File: src/rtl/trc_pkg.sv
package trc_pkg;
  typedef enum logic [1:0] {
    DET_OFF  = 2'b00,
    DET_ANY  = 2'b01,
    DET_RISE = 2'b10,
    DET_FALL = 2'b11
  } det_e;
endpackage

File: src/rtl/trc_detect.sv
module trc_detect
  import trc_pkg::*;
#(
  parameter int W = 8
) (
  input  logic [W-1:0]   prev,
  input  logic [W-1:0]   cur,
  input  logic [2*W-1:0] cfg,
  output logic           hit
);
  logic [W-1:0] ch_hit;

  for (genvar c = 0; c < W; c++) begin : g_ch
    det_e rule;
    assign rule = det_e'(cfg[2*c +: 2]);
    always_comb begin
      unique case (rule)
        DET_ANY:  ch_hit[c] = prev[c] ^ cur[c];
        DET_RISE: ch_hit[c] = ~prev[c] & cur[c];
        DET_FALL: ch_hit[c] = prev[c] & ~cur[c];
        default:  ch_hit[c] = 1'b0;
      endcase
    end
  end

  assign hit = |ch_hit;
endmodule

File: src/rtl/trc_tstamp.sv
module trc_tstamp #(
  parameter int TS_W = 8
) (
  input  logic            clk,
  input  logic            rst,
  output logic [TS_W-1:0] ts,
  output logic            at_top
);
  always_ff @(posedge clk) begin
    if (rst) ts <= '0;
    else     ts <= ts + 1'b1;
  end

  assign at_top = &ts;
endmodule

File: src/rtl/trc_store.sv
module trc_store #(
  parameter int DW    = 24,
  parameter int DEPTH = 32,
  localparam int AW   = $clog2(DEPTH)
) (
  input  logic          clk,
  input  logic          we,
  input  logic [AW-1:0] waddr,
  input  logic [DW-1:0] wdata,
  input  logic [AW-1:0] raddr,
  output logic [DW-1:0] rdata
);
  logic [DW-1:0] mem [DEPTH];

  always_ff @(posedge clk) begin
    if (we) mem[waddr] <= wdata;
  end

  always_ff @(posedge clk) begin
    rdata <= mem[raddr];
  end
endmodule

File: src/rtl/trc_change_rec.sv
module trc_change_rec
  import trc_pkg::*;
#(
  parameter int CH    = 16,
  parameter int NGRP  = 2,
  parameter int DEPTH = 32,
  parameter int TS_W  = 8,
  localparam int GW   = CH / NGRP,
  localparam int AW   = $clog2(DEPTH),
  localparam int CW   = AW + 1,
  localparam int DW   = CH + TS_W
) (
  input  logic            clk,
  input  logic            rst,
  input  logic            rec_en,
  input  logic [NGRP-1:0] smp_vld,
  input  logic [CH-1:0]   smp_data,
  input  logic [2*CH-1:0] det_cfg,
  input  logic [AW-1:0]   rd_addr,
  output logic [CH-1:0]   rd_data,
  output logic [TS_W-1:0] rd_ts,
  output logic [AW-1:0]   wr_ptr,
  output logic [CW-1:0]   rec_cnt,
  output logic            full
);
  logic            en_q;
  logic            ref_done;
  logic            full_q;
  logic [AW-1:0]   ptr_q;
  logic [CW-1:0]   cnt_q;
  logic [CH-1:0]   held_q;
  logic [CH-1:0]   merged;
  logic [NGRP-1:0] grp_hit;
  logic [TS_W-1:0] ts;
  logic            ts_top;

  // group-wise change detection and merge of strobed slices
  for (genvar g = 0; g < NGRP; g++) begin : g_grp
    logic hit;
    trc_detect #(.W(GW)) u_det (
      .prev (held_q[g*GW +: GW]),
      .cur  (smp_data[g*GW +: GW]),
      .cfg  (det_cfg[2*g*GW +: 2*GW]),
      .hit  (hit)
    );
    assign grp_hit[g]          = smp_vld[g] & hit;
    assign merged[g*GW +: GW]  = smp_vld[g] ? smp_data[g*GW +: GW] : held_q[g*GW +: GW];
  end

  trc_tstamp #(.TS_W(TS_W)) u_ts (
    .clk    (clk),
    .rst    (rst),
    .ts     (ts),
    .at_top (ts_top)
  );

  logic          arm;
  logic          any_vld;
  logic          room;
  logic          wr_now;
  logic [AW-1:0] base_ptr;
  logic [CW-1:0] base_cnt;
  logic [CW-1:0] next_cnt;

  always_comb begin
    arm      = rec_en & ~en_q;
    any_vld  = |smp_vld;
    base_ptr = arm ? '0 : ptr_q;
    base_cnt = arm ? '0 : cnt_q;
    room     = arm | ~full_q;
    wr_now   = rec_en & room &
               ((any_vld & (~ref_done | (|grp_hit))) | (ts_top & ref_done));
    next_cnt = base_cnt + CW'(wr_now);
  end

  always_ff @(posedge clk) begin
    if (rst) begin
      en_q     <= 1'b0;
      ref_done <= 1'b0;
      ptr_q    <= '0;
      cnt_q    <= '0;
      full_q   <= 1'b0;
      held_q   <= '0;
    end else begin
      en_q     <= rec_en;
      ref_done <= rec_en & (ref_done | any_vld);
      ptr_q    <= wr_now ? base_ptr + 1'b1 : base_ptr;
      cnt_q    <= next_cnt;
      full_q   <= (next_cnt == CW'(DEPTH));
      held_q   <= merged;
    end
  end

  logic [DW-1:0] rd_word;

  trc_store #(.DW(DW), .DEPTH(DEPTH)) u_mem (
    .clk   (clk),
    .we    (wr_now),
    .waddr (base_ptr),
    .wdata ({merged, ts}),
    .raddr (rd_addr),
    .rdata (rd_word)
  );

  assign rd_data = rd_word[DW-1:TS_W];
  assign rd_ts   = rd_word[TS_W-1:0];
  assign wr_ptr  = ptr_q;
  assign rec_cnt = cnt_q;
  assign full    = full_q;
endmodule

File: config.mk
export PLATFORM = sky130hd
export DESIGN_NAME = trc_change_rec
export DESIGN_NICKNAME = d
export VERILOG_FILES = /design/src/rtl/trc_pkg.sv /design/src/rtl/trc_detect.sv /design/src/rtl/trc_tstamp.sv /design/src/rtl/trc_store.sv /design/src/rtl/trc_change_rec.sv
export SDC_FILE = /design/constraint.sdc
export NUM_CORES = 1
export LEC_CHECK = 0
export BUFFER_PORTS_ARGS = -buffer_cell sky130_fd_sc_hd__buf_4
export CAP_MARGIN = 20
export CORE_UTILIZATION = 52
export CTS_CLUSTER_SIZE = 14
export DETAILED_ROUTE_END_ITERATION = 10
export GPL_ROUTABILITY_DRIVEN = 0
export GPL_TIMING_DRIVEN = 0
export PLACE_DENSITY = 0.68
export RECOVER_POWER = 100
export SLEW_MARGIN = 20
export SYNTH_ARGS = -nofsm -noshare
export SYNTH_HDL_FRONTEND = slang
export SYNTH_SLANG_ARGS = --single-unit
File: constraint.sdc
create_clock -name clk -period 5.3 [get_ports clk]
set_input_delay 0.795 -clock clk [delete_from_list [all_inputs] [get_ports clk]]
set_output_delay 0.795 -clock clk [all_outputs]
set_load 0.02 [all_outputs]
==> reports/metrics.cfg <==
[synth]
synth.net_count=1565
ys_seq_area_frac=0.753
async_flop_share=0
synth_compound_area_frac=0.00981
synth_cells=1468
synth_top_family_by_area=multiplexers
synth_area_leader_cell=edfxtp_1
muxShareOfSynthArea=0.182
postSynthAreaPerCell_sq_um=22.0
synth_edf_count=768
synth_xor_area_frac=0.00217
synthFlopType=edfxtp_1
syn_area_sq_um=32300
ys_types=39
synth-simple-area-share=0.0245
synth_seq_cells=830
synth_fa_ha_area_frac=0.0151
yosys-top-cells-area=edfxtp_1 71%, mux4_2 17%, dfxtp_1 3.8%
yosysTopAreaCellShare=0.715
yosysWarnings=0

[setup_path]
crit_type=reg2reg
worst_setup_path_start_kind=flop
critPathRequiredTime_ps=5610
worstSetupEndpointType=flop
cp.arrival_ps=5350
path_max_fanout=34

[sta]
fin_crit_ps=5030
setup-violations-final=0
fin_worst_skew_ps=22.5
worst_pin_slew_ps=3870
drv_slew=372
hold_viol_final=0
fin_ws_ps=267
slew_headroom=-1.61
max_freq_mhz=199
timing.final.crit_share=0.950
rsz0062_at_grt=no

[cts]
post-cts-setup-buffer-count=0
hold_buffers=0
cts_made_buffers=82
cts-root-buf=clkbuf_16
cts_max_level=3
ctsResizeCount=0
clock_latency_ps=630
cts_tree=done
clock_sinks=830
cts_buffer_depth=3
path_clk_slew_ps=60

[place]
port_buffers=85
dp_slack_ps=81.0
dpl.hpwl_microns=48300
placed_area_sq_um=35200

[run_status]
violations=max-capacitance violations, max-slew violations
outcome=finished, violations left

[final_layout]
num-nets-final=1783
multi_input_area_sq_um=7550
syn2layout_area_growth_pct=13.6
nFillCells=4357
fin_util=0.603
final_common_cell=edfxtp_1
antenna_cells=0
layout-drive-gt1-share=0.269
regArea_sq_um=24300
final_cell_mix=768 x edfxtp_1, 240 x mux4_2, 123 x clkbuf_1
design_area_sq_um=36700

[power_and_ir_drop]
p_leak_nw=12.0
vdd_drop_max_v=0.000226
p_per_area_nw_per_um2=372

[hold_path]
hp-class=in2reg

[detailed_routing]
first_pass_iters=5
wl_microns=75100
via_count=15600
postRouteAntennaNets=0
routedWlPerCell_microns=29.6
viasPerCell=6.17
drt_iter0_drc=1852
drcViolationCount=0

[grt]
track_usage=0.245
gr-total-overflow=0
first_global_vias=16200
antenna_found_initial=2
grt_max_degree=38
grt_pass1_wl_microns=109000

[floorplan]
coreArea_sq_um=60800
start_util=0.531
rows=90
die_h_microns=251
ios=94
die-width_microns=251
die-area_sq_um=63100

[job]
max_cap_viol_count=16

## Yosys cell counts (2+ instances only)
library cell,count
edfxtp_1,768
mux4_2,240
dfxtp_1,62
clkbuf_1,43
ha_1,39
inv_1,34
mux2_2,33
nand2_1,33
nor2b_1,32
nor2_1,27
buf_2,21
o21ai_0,20
and2_1,18
a22oi_1,13
nand3_1,10
a21oi_1,9
nor3_1,9
mux2_1,8
xor2_1,6
and3_1,5
or3_1,5
nor3b_1,4
o21ai_1,4
buf_1,3
nand2b_1,3
a21boi_1,2
nand4_1,2
nand4b_1,2
nor4b_1,2
xnor2_1,2
## worst max-delay path, cell delays in order, from the launching register on
cell	delay (ps)
dfxtp_1	1080
ha_1	400
nand3_1	100
o21ai_1	430
a22oi_1	190
nand3_1	240
nand3_1	220
nor3_1	1080
clkbuf_1	550
buf_6	220
buf_4	210
## metal layers
layer / GRT usage / up-vias / part of all wire
met5: 0 / - / 0
li1: - / 6530 / -
met1: 0.334 / 8231 / 0.39
met4: 0.0805 / 0 / 0.033
met3: 0.0496 / 123 / 0.078
met2: 0.402 / 741 / 0.50
## where the power goes
part           total [mW]  switching [mW]  internal [mW]
Combinational       0.754           0.452          0.302
Clock                5.63            2.35           3.27
Sequential           7.28          0.0379           7.24
Total                13.7            2.84           10.8
## logic make-up after synthesis
| group | after synthesis |
|---|---|
| adders and majority gates | 39 |
| DFF | 830 |
| muxes | 282 |
| and+or+nand+nor | 152 |
| AOI/OAI and AO/OA | 53 |
| buffers and inverters | 104 |
| xor gates and xnor gates | 8 |
## registers in the layout, summed over array words and instances, names as in the netlist, 5 cells and up
signal       flops
held_q          16
rec_cnt          6
u_mem.mem      768
u_mem.rdata     24
u_ts.ts          8
wr_ptr           5
## stage by stage
step	total power, mW	hold slack [ps]	cells	setup TNS, ps
global placement	8.18	497	2335	-181460
global route	14.0	490	2532	0
detailed placement	8.24	505	2384	0
floorplan	7.87	525	1468	0
CTS	13.8	472	2532	0
finish	13.7	502	2532	0
## area by class of cell
class	instances	share of cell area
buffer	69	0.00822
timing repair buffer	134	0.0222
clock buffer	110	0.0625
sequential	830	0.663
tap	782	0.0267
multi-input combinational	534	0.206
clock inverter	38	0.00829
inverter	35	0.00358
## worst paths after layout
kind                                               endpoint  cells past startpoint  slack [ps]                   from
worst min-delay path                        en_q$_SDFF_PP0_                      2         500                 rec_en
worst min register to register        rec_cnt[5]$_SDFF_PP0_                      2         540  rec_cnt[5]$_SDFF_PP0_
worst max-delay path            u_mem.mem[22][11]$_DFFE_PP_                     10         270  u_ts.ts[1]$_SDFF_PP0_
worst max register to register  u_mem.mem[22][11]$_DFFE_PP_                     10         270  u_ts.ts[1]$_SDFF_PP0_
Note: power is estimated with default switching activity, not from simulation.
